===== src/rtl/sbs_pkg.sv =====
package sbs_pkg;
  localparam int unsigned T1_LEN  = 193;
  localparam int unsigned E1_LEN  = 256;
  localparam int unsigned POS_W   = $clog2(E1_LEN);
  localparam int unsigned BIT_W   = 3;
  localparam int unsigned SLOT_W  = POS_W - BIT_W;
  localparam int unsigned MASK_W  = 1 << BIT_W;
  localparam int unsigned REG_W   = 8;
  localparam int unsigned ADDR_W  = 2;

  localparam logic [ADDR_W-1:0] A_CTL  = 2'd0;
  localparam logic [ADDR_W-1:0] A_MASK = 2'd1;
  localparam logic [ADDR_W-1:0] A_FBIT = 2'd2;

  typedef struct packed {
    logic              en;
    logic              even_only;
    logic              odd_only;
    logic [SLOT_W-1:0] slot;
  } slot_ctl_t;
endpackage


===== src/rtl/sbs_frame_tracker.sv =====
module sbs_frame_tracker
  import sbs_pkg::*;
(
  input  logic             clk_i,
  input  logic             rst_ni,
  input  logic             e1_mode_i,
  input  logic             fsync_i,
  output logic [POS_W-1:0] pos_o,
  output logic             odd_o
);
  logic [POS_W-1:0] pos_q;
  logic             odd_q;
  logic [POS_W-1:0] last_pos;
  logic             at_last;

  assign pos_o    = fsync_i ? '0 : pos_q;
  assign odd_o    = fsync_i ? 1'b0 : odd_q;
  assign last_pos = e1_mode_i ? POS_W'(E1_LEN - 1) : POS_W'(T1_LEN - 1);
  // >= also recovers from a mode switch mid-frame
  assign at_last  = pos_o >= last_pos;

  always_ff @(posedge clk_i or negedge rst_ni) begin
    if (!rst_ni) begin
      pos_q <= '0;
      odd_q <= 1'b0;
    end else begin
      pos_q <= at_last ? '0 : pos_o + 1'b1;
      odd_q <= at_last ? ~odd_o : odd_o;
    end
  end
endmodule


===== src/rtl/sbs_cfg_regs.sv =====
module sbs_cfg_regs
  import sbs_pkg::*;
(
  input  logic              clk_i,
  input  logic              rst_ni,
  input  logic              we_i,
  input  logic [ADDR_W-1:0] addr_i,
  input  logic [REG_W-1:0]  wdata_i,
  output logic [REG_W-1:0]  rdata_o,
  output slot_ctl_t         ctl_o,
  output logic [MASK_W-1:0] mask_o,
  output logic              fbit_o
);
  slot_ctl_t         ctl_q;
  logic [MASK_W-1:0] mask_q;
  logic              fbit_q;

  always_ff @(posedge clk_i or negedge rst_ni) begin
    if (!rst_ni) begin
      ctl_q  <= '0;
      mask_q <= '0;
      fbit_q <= 1'b0;
    end else if (we_i) begin
      unique case (addr_i)
        A_CTL:   ctl_q  <= slot_ctl_t'(wdata_i);
        A_MASK:  mask_q <= wdata_i[MASK_W-1:0];
        A_FBIT:  fbit_q <= wdata_i[0];
        default: ;
      endcase
    end
  end

  always_comb begin
    unique case (addr_i)
      A_CTL:   rdata_o = REG_W'(ctl_q);
      A_MASK:  rdata_o = REG_W'(mask_q);
      A_FBIT:  rdata_o = REG_W'(fbit_q);
      default: rdata_o = '0;
    endcase
  end

  assign ctl_o  = ctl_q;
  assign mask_o = mask_q;
  assign fbit_o = fbit_q;
endmodule


===== src/rtl/sbs_bit_select.sv =====
module sbs_bit_select
  import sbs_pkg::*;
(
  input  logic              e1_mode_i,
  input  logic [POS_W-1:0]  pos_i,
  input  logic              odd_i,
  input  slot_ctl_t         ctl_i,
  input  logic [MASK_W-1:0] mask_i,
  input  logic              fbit_i,
  output logic              hit_o
);
  logic              is_fbit;
  logic [POS_W-1:0]  off;
  logic [SLOT_W-1:0] slot;
  logic [BIT_W-1:0]  bidx;
  logic              par_ok;
  logic              slot_hit;

  assign is_fbit  = !e1_mode_i && (pos_i == '0);
  // T1 payload starts one position after the framing bit
  assign off      = e1_mode_i ? pos_i : pos_i - 1'b1;
  assign slot     = off[POS_W-1:BIT_W];
  assign bidx     = off[BIT_W-1:0];
  // first transmitted bit maps to the mask MSB
  assign slot_hit = (slot == ctl_i.slot) && mask_i[~bidx];
  assign par_ok   = (ctl_i.even_only == ctl_i.odd_only) ||
                    (ctl_i.even_only && !odd_i) ||
                    (ctl_i.odd_only && odd_i);
  assign hit_o    = ctl_i.en && par_ok && (is_fbit ? fbit_i : slot_hit);
endmodule


===== src/rtl/sbs_splice_out.sv =====
module sbs_splice_out (
  input  logic clk_i,
  input  logic rst_ni,
  input  logic hit_i,
  input  logic line_i,
  input  logic xdata_i,
  output logic xstb_o,
  output logic line_o
);
  logic stb_q;
  logic line_q;

  // strobe launched mid-bit, external data captured at the closing edge
  always_ff @(negedge clk_i or negedge rst_ni) begin
    if (!rst_ni) stb_q <= 1'b0;
    else         stb_q <= hit_i;
  end

  always_ff @(posedge clk_i or negedge rst_ni) begin
    if (!rst_ni) line_q <= 1'b0;
    else         line_q <= stb_q ? xdata_i : line_i;
  end

  assign xstb_o = stb_q;
  assign line_o = line_q;
endmodule


===== src/rtl/slot_bit_splicer.sv =====
module slot_bit_splicer
  import sbs_pkg::*;
(
  input  logic              clk_i,
  input  logic              rst_ni,
  input  logic              e1_mode_i,
  input  logic              fsync_i,
  input  logic              line_i,
  input  logic              xdata_i,
  input  logic              reg_we_i,
  input  logic [ADDR_W-1:0] reg_addr_i,
  input  logic [REG_W-1:0]  reg_wdata_i,
  output logic [REG_W-1:0]  reg_rdata_o,
  output logic              xstb_o,
  output logic              line_o
);
  logic [POS_W-1:0]  pos;
  logic              odd;
  slot_ctl_t         ctl;
  logic [MASK_W-1:0] mask;
  logic              fbit;
  logic              hit;

  sbs_frame_tracker u_trk (
    .clk_i, .rst_ni, .e1_mode_i, .fsync_i,
    .pos_o (pos),
    .odd_o (odd)
  );

  sbs_cfg_regs u_regs (
    .clk_i, .rst_ni,
    .we_i    (reg_we_i),
    .addr_i  (reg_addr_i),
    .wdata_i (reg_wdata_i),
    .rdata_o (reg_rdata_o),
    .ctl_o   (ctl),
    .mask_o  (mask),
    .fbit_o  (fbit)
  );

  sbs_bit_select u_sel (
    .e1_mode_i,
    .pos_i  (pos),
    .odd_i  (odd),
    .ctl_i  (ctl),
    .mask_i (mask),
    .fbit_i (fbit),
    .hit_o  (hit)
  );

  sbs_splice_out u_out (
    .clk_i, .rst_ni,
    .hit_i   (hit),
    .line_i,
    .xdata_i,
    .xstb_o,
    .line_o
  );
endmodule



===== config.mk =====
export PLATFORM = sky130hd
export DESIGN_NAME = slot_bit_splicer
export DESIGN_NICKNAME = d
export VERILOG_FILES = /design/src/rtl/sbs_pkg.sv /design/src/rtl/sbs_frame_tracker.sv /design/src/rtl/sbs_cfg_regs.sv /design/src/rtl/sbs_bit_select.sv /design/src/rtl/sbs_splice_out.sv /design/src/rtl/slot_bit_splicer.sv
export SDC_FILE = /design/constraint.sdc
export NUM_CORES = 1
export LEC_CHECK = 0
export BUFFER_PORTS_ARGS = -buffer_cell sky130_fd_sc_hd__buf_2
export CELL_PAD_IN_SITES_DETAIL_PLACEMENT = 0
export CELL_PAD_IN_SITES_GLOBAL_PLACEMENT = 1
export CORE_ASPECT_RATIO = 0.75
export CORE_UTILIZATION = 44
export DETAILED_ROUTE_END_ITERATION = 16
export HOLD_SLACK_MARGIN = 0.05
export PLACE_DENSITY_LB_ADDON = 0.1
export SYNTH_ARGS = -nofsm -noshare
export SYNTH_HDL_FRONTEND = slang
export SYNTH_SLANG_ARGS = --single-unit

===== constraint.sdc =====
create_clock -name clk_i -period 3.06 [get_ports clk_i]
set_clock_uncertainty 0.1 [all_clocks]
set_input_delay 0.459 -clock clk_i [delete_from_list [all_inputs] [get_ports clk_i]]
set_output_delay 0.459 -clock clk_i [all_outputs]
set_load 0.02 [all_outputs]

==> results.py, run 1 <==
metrics = {
    "power": {
        "pwr-share-clk_pct": 21.4,
        "p_comb_share_pct": 35.8,
        "netSwitchingFraction_pct": 31.9,
        "ir_drop_v": 0.000343,
        "pwr-share-seq_pct": 42.8,
        "total_power_mw": 1.09,
        "p_leak_nw": 1.16,
        "pwr_density_cell_mw_per_mm2": 434,
        "p_int_mw": 0.744,
        "switchingPower_mw": 0.348,
    },
    "setup_path": {
        "start_kind": "flop",
        "cp.arrival_ns": 2.23,
        "cp_max_fo": 3,
        "required_ns": 1.55,
        "cp-end-kind": "flop",
        "crit_type": "reg2reg",
    },
    "layout": {
        "utilization_pct": 62.0,
        "final_cells": 311,
        "syn_to_final_growth_pct": 35.5,
        "drive_above_1_share_pct": 44.1,
        "nets": 280,
        "antenna_cells": 0,
        "finalInstanceArea_mm2": 0.00251,
        "nFillCells": 359,
    },
    "grt": {
        "grt_pass1_wl_um": 7780,
        "track_usage_pct": 22.9,
        "antenna_found_initial": 0,
        "grt_max_degree": 28,
        "grt_pass1_vias": 1596,
        "grt-ovfl-total": 0,
    },
    "timing": {
        "slew_viol_final": 0,
        "tightest_slew_ns": 0.435,
        "finalWorstSetupSlack_ns": -0.679,
        "rsz0062_at_grt": "true",
        "slew_headroom_pct": 70.2,
        "finalHoldViolations": 0,
        "setup_viol": 1,
    },
    "clocking": {
        "clock_path_buffers": 2,
        "clock_latency_ns": 0.28,
        "root_buffer": "clkbuf_8",
        "numCtsBuffers": 3,
        "cts.sink_count": 28,
        "cts_tree": "built",
        "clk_pin_slew_ns": 0.10,
        "cts_max_level": 1,
        "holdBufCountCts": 0,
    },
    "route": {
        "dr.pass1.iters": 4,
        "drtIter0Drc": 82,
        "vias_per_cell": 5.35,
        "ant_nets": 0,
        "vias": 1664,
        "wl_um": 4860,
        "wl_per_cell_um": 15.6,
        "drc": 0,
    },
    "synthesis": {
        "synth_xor_xnor_area_share_pct": 6.61,
        "async_flop_share_pct": 100,
        "synth-compound-area-share_pct": 9.17,
        "syn-num-nets": 212,
        "muxShareOfSynthArea_pct": 18.7,
        "yosysUniqueCellTypes": 42,
        "synth_simple_gate_area_share_pct": 18.1,
        "synth_enable_flop_cells": 0,
        "synthAdderAreaFrac_pct": 5.26,
        "synthFlopType": "dfrtp_1",
        "synth_top_family_by_area": "multiplexers",
        "syn_inst": 189,
        "synth.avg_cell_area_um2": 9.82,
        "yosys_register_bits": 28,
        "synthesis.area_mm2": 0.00186,
        "yosysSeqAreaShare_pct": 37.8,
        "yosys_warnings": 0,
    },
    "place": {
        "dp_cells": 305,
        "hpwl_um": 3730,
        "place_area_mm2": 0.00239,
        "pre_cts_slack_ns": -1.18,
        "io_buffers": 26,
        "gp_congestion": 0.867,
    },
    "floorplan": {
        "core_mm2": 0.00405,
        "start_util_pct": 45.8,
        "chipWidth_um": 77.0,
        "rows": 20,
        "io-pin-count": 27,
        "fp.dieArea_mm2": 0.00448,
        "chipHeight_um": 58.2,
    },
    "outcome": {
        "violations": "negative setup slack",
        "status": "complete, but fails checks",
    },
    "flow_run": {
        "cap_violations": 0,
    },
    "worst_hold_path": {
        "holdCritPathClass": "in2async",
    },
}
timing repair:
item / in CTS / in global routing
setup buffers: 4 / 0
hold endpoints to repair: 0 / 0
setup endpoints to repair: 1 / 1
gates resized for setup: 12 / 1
cloned: 0 / 0
pin swaps: 5 / 0
registers in the layout, indices dropped and copies added, names as in the netlist:
signal	flops
u_trk.pos_q	8
u_regs.ctl_o	8
u_out.line_o	1
u_trk.odd_q	1
u_regs.mask_o	8
u_regs.fbit_o	1
u_out.xstb_o	1
cells in the final DEF (no fill, tap or decap), types with 2 or more instances in the layout:
cell | synthesis | final
a31oi_1 | 3 | 3
xor2_1 | 4 | 4
ha_4 | 0 | 2
maj3_2 | 2 | 2
inv_1 | 8 | 5
inv_4 | 0 | 2
nand2_1 | 12 | 11
nor2b_1 | 8 | 7
dfrtp_1 | 27 | 27
clkbuf_8 | 0 | 4
nor4_1 | 5 | 4
o21ai_0 | 9 | 8
nor3_1 | 7 | 7
xnor2_1 | 10 | 9
buf_4 | 3 | 48
nor3b_1 | 2 | 2
a21oi_1 | 5 | 5
ha_1 | 6 | 4
nand2b_1 | 2 | 2
nand3_1 | 5 | 5
buf_2 | 1 | 25
nor2_1 | 15 | 15
mux2i_1 | 10 | 10
mux2_2 | 20 | 19
nand3b_1 | 2 | 2
logic make-up after synthesis:
kind of cell / after synthesis
compound gates: 27
flops: 28
xor+xnor: 14
simple gates: 63
buf+inv: 18
fa+ha+maj: 8
mux: 31
worst max-delay path, cell delays in order, from the launching register on:
cell	delay (ns)
dfrtp_1	0.42
nand2_4	0.10
inv_4	0.05
ha_4	0.15
or4_4	0.42
o21ai_4	0.09
mux4_2	0.31
mux2_4	0.27
nand4_1	0.08
o32ai_1	0.07
stage by stage:
| step | hold slack (ns) | TNS [ns] |
|---|---|---|
| finish | 0.114 | -0.679 |
| global route | 0.153 | -0.761 |
| CTS | 0.138 | -0.680 |
| detailed placement | 0.431 | -1.18 |
| global placement | 0.423 | -1.11 |
| floorplan | 0.0634 | -0.952 |
worst paths after layout:
kind	cells after the start	slack, ns	to	startpoint
worst max-delay path	9	-0.68	u_out.xstb_o	u_trk.pos_q[0]
worst min-delay path	2	0.11	u_out.line_o	rst_ni
worst max register to register	9	-0.68	u_out.xstb_o	u_trk.pos_q[0]
worst min register to register	1	0.45	u_regs.ctl_o[7]	u_regs.ctl_o[7]
max in group asynchronous	1	1.46	u_out.xstb_o	rst_ni
min in group clk_i	3	0.31	u_regs.ctl_o[2]	reg_wdata_i[2]
power by group through the flow:
| stage | Combinational, mW | Clock, mW | Sequential (mW) |
|---|---|---|---|
| finish | 0.391 | 0.233 | 0.467 |
| detailed placement | 0.374 | 0 | 0.474 |
| global route | 0.425 | 0.254 | 0.474 |
| CTS | 0.391 | 0.242 | 0.467 |
| floorplan | 0.229 | 0 | 0.464 |
| global placement | 0.363 | 0 | 0.473 |
Yosys cell counts (all sizes together) (6+ instances only):
library cell   n  area share [%]
ha             6             4.0
inv            8             1.6
xnor2         10             4.7
dfrtp         27              36
nand2         12             2.4
o21ai         10             2.7
mux2          20              12
nor3           7             1.9
nor2          15             3.0
nor4           6             2.8
mux2i         10             5.4
nor2b          8             2.7
area by class of cell:
class / count / area (um2) / share of cell area [%]
clock buffers: 4 / 55.1 / 2.19
well taps: 55 / 68.8 / 2.74
flip-flops and latches: 28 / 701 / 27.9
inverters: 8 / 42.5 / 1.69
multi-input cells: 143 / 1160 / 46.2
repair buffers: 73 / 485 / 19.3
routing by layer:
| metal | global-route usage [%] | vias to the layer above | share of wire [%] |
|---|---|---|---|
| li1 | - | 810 | - |
| met1 | 32.0 | 815 | 50 |
| met2 | 37.0 | 32 | 46 |
| met3 | 4.41 | 7 | 3.2 |
| met4 | 5.39 | 0 | 0.78 |
| met5 | 0 | - | 0 |
No activity file was read; power rests on OpenSTA's default activity.
==> run 2, diff against run 1 <==
--- a/config.mk
+++ b/config.mk
@@ -8,7 +8,7 @@
 export BUFFER_PORTS_ARGS = -buffer_cell sky130_fd_sc_hd__buf_2
 export CELL_PAD_IN_SITES_DETAIL_PLACEMENT = 0
 export CELL_PAD_IN_SITES_GLOBAL_PLACEMENT = 1
-export CORE_ASPECT_RATIO = 0.75
+export CORE_ASPECT_RATIO = 1.25
 export CORE_UTILIZATION = 44
 export DETAILED_ROUTE_END_ITERATION = 16
 export HOLD_SLACK_MARGIN = 0.05
==> run 2 against run 1 <==
Global-route usage up 1.3 points. The run still ends with negative setup slack left. Clock-buffer cell count is 1 lower. Non-clock buffer count up 3. Largest power group unchanged.
==> results.py, run 2 (synthesized netlist as in run 1, its figures left out) <==
metrics = {
    "outcome": {
        "status": "complete, but fails checks",
        "violations": "negative setup slack",
    },
    "route": {
        "vias": 1708,
        "ant_nets": 0,
        "dr.pass1.iters": 4,
        "drtIter0Drc": 43,
        "wl_um": 4880,
        "drc": 0,
        "wl_per_cell_um": 15.5,
        "vias_per_cell": 5.42,
    },
    "floorplan": {
        "start_util_pct": 45.6,
        "core_mm2": 0.00407,
        "chipWidth_um": 60.1,
        "io-pin-count": 27,
        "chipHeight_um": 74.6,
        "rows": 26,
        "fp.dieArea_mm2": 0.00448,
    },
    "setup_path": {
        "cp.arrival_ns": 2.35,
        "r2r_cells": 9,
        "cp_max_fo": 3,
        "rr_startpoint": "u_trk.pos_q[1]",
        "crit_type": "reg2reg",
        "crit_end": "u_out.xstb_o",
        "rrSetupSlack_ns": -0.80,
        "critPathLaunch": "u_trk.pos_q[1]",
        "cp-end-kind": "flop",
        "start_kind": "flop",
        "required_ns": 1.56,
        "r2r_end": "u_out.xstb_o",
    },
    "power": {
        "ir_drop_v": 0.000424,
        "pwr-share-seq_pct": 40.3,
        "p_comb_share_pct": 33.8,
        "pwr_density_cell_mw_per_mm2": 458,
        "p_int_mw": 0.809,
        "switchingPower_mw": 0.357,
        "pwr-share-clk_pct": 25.8,
        "p_leak_nw": 1.18,
        "netSwitchingFraction_pct": 30.7,
    },
    "timing": {
        "setup_viol": 1,
        "finalWorstSetupSlack_ns": -0.795,
        "slew_viol_final": 0,
        "rsz0062_at_grt": "true",
        "hold_slack_ns": 0.111,
        "finalHoldViolations": 0,
        "tns_ns": -0.795,
        "slew_headroom_pct": 69.7,
        "tightest_slew_ns": 0.453,
    },
    "layout": {
        "drive_above_1_share_pct": 44.4,
        "final_cells": 315,
        "final_common_cell": "buf_4",
        "antenna_cells": 0,
        "nFillCells": 363,
        "syn_to_final_growth_pct": 37.2,
        "layout_common_cells": "buf_4 (50), dfrtp_1 (27), buf_2 (26)",
        "finalInstanceArea_mm2": 0.00255,
        "nets": 283,
    },
    "grt": {
        "track_usage_pct": 24.2,
        "grt_pass1_wl_um": 8050,
        "antenna_found_initial": 0,
        "grt_max_degree": 28,
        "grt_pass1_vias": 1740,
        "grt-ovfl-total": 0,
    },
    "place": {
        "hpwl_um": 3910,
        "place_area_mm2": 0.00242,
        "dp_cells": 309,
        "gp_congestion": 0.833,
        "io_buffers": 26,
    },
    "worst_hold_path": {
        "holdCritPathClass": "in2async",
    },
    "clocking": {
        "cts.sink_count": 28,
        "numCtsBuffers": 3,
        "clock_path_buffers": 2,
        "clk_pin_slew_ns": 0.10,
        "cts_max_level": 1,
        "cts_tree": "built",
        "clock_latency_ns": 0.28,
        "root_buffer": "clkbuf_8",
    },
    "flow_run": {
        "cap_violations": 0,
    },
}
-- run 2: worst min path at each step --
| stage | cells past startpoint | slack (ns) | endpoint |
|---|---|---|---|
| floorplan | 0 | 0.06 | u_out.line_o |
| global placement | 1 | 0.42 | u_regs.mask_o[5] |
| detailed placement | 1 | 0.43 | u_regs.mask_o[2] |
| CTS | 2 | 0.12 | u_trk.pos_q[3] |
| global route | 2 | 0.14 | u_trk.pos_q[3] |
| finish | 2 | 0.11 | u_trk.pos_q[1] |
-- run 2: cell type report --
cell class | instances | area, um2 | area share, %
repair buffers | 76 | 505 | 19.9
well taps | 56 | 70.1 | 2.75
multi-input cells | 143 | 1160 | 45.4
flip-flops and latches | 28 | 701 | 27.5
clock inverters | 1 | 30.0 | 1.18
inverters | 8 | 42.5 | 1.67
clock buffers | 3 | 41.3 | 1.62
-- run 2: layer usage --
layer / share of wire [%] / GRT usage (%)
met1: 40 / 28.4
met2: 55 / 44.8
met3: 2.8 / 3.65
met4: 2.1 / 6.98
met5: 0 / 0
-- run 2: critical path, stage by stage, from the launching register on --
cell and delay, ns:
dfrtp_1 0.42, nand2b_4 0.11, inv_4 0.04, ha_4 0.15
or4_4 0.54, o21ai_4 0.08, mux4_2 0.30, mux2_4 0.27
nand4_1 0.09, o32ai_2 0.07
-- run 2: what timing repair did --
| action | in CTS | in global routing |
|---|---|---|
| endpoints found under the setup margin | 1 | 1 |
| resized for setup | 10 | 0 |
| hold buffers | 0 | 0 |
| endpoints found under the hold margin | 0 | 0 |
| buffers inserted | 1 | 1 |
| pin swaps | 3 | 0 |
-- run 2: metrics by stage --
stage,power (mW),utilization [%],setup WS [ns]
after floorplan,0.693,-,-0.952
after global placement,0.843,59.5,-1.12
after detailed placement,0.857,59.5,-1.16
after CTS,1.17,62.4,-0.799
after global routing,1.23,62.6,-0.863
final,1.17,62.6,-0.795
-- run 2: power by group through the flow --
stage	sequential (mW)	combinational [mW]	clock (mW)
2_1_floorplan	0.464	0.229	0
3_3_place_gp	0.474	0.369	0
3_5_place_dp	0.477	0.380	0
4_1_cts	0.470	0.395	0.309
5_1_grt	0.478	0.432	0.322
6_report	0.470	0.395	0.301
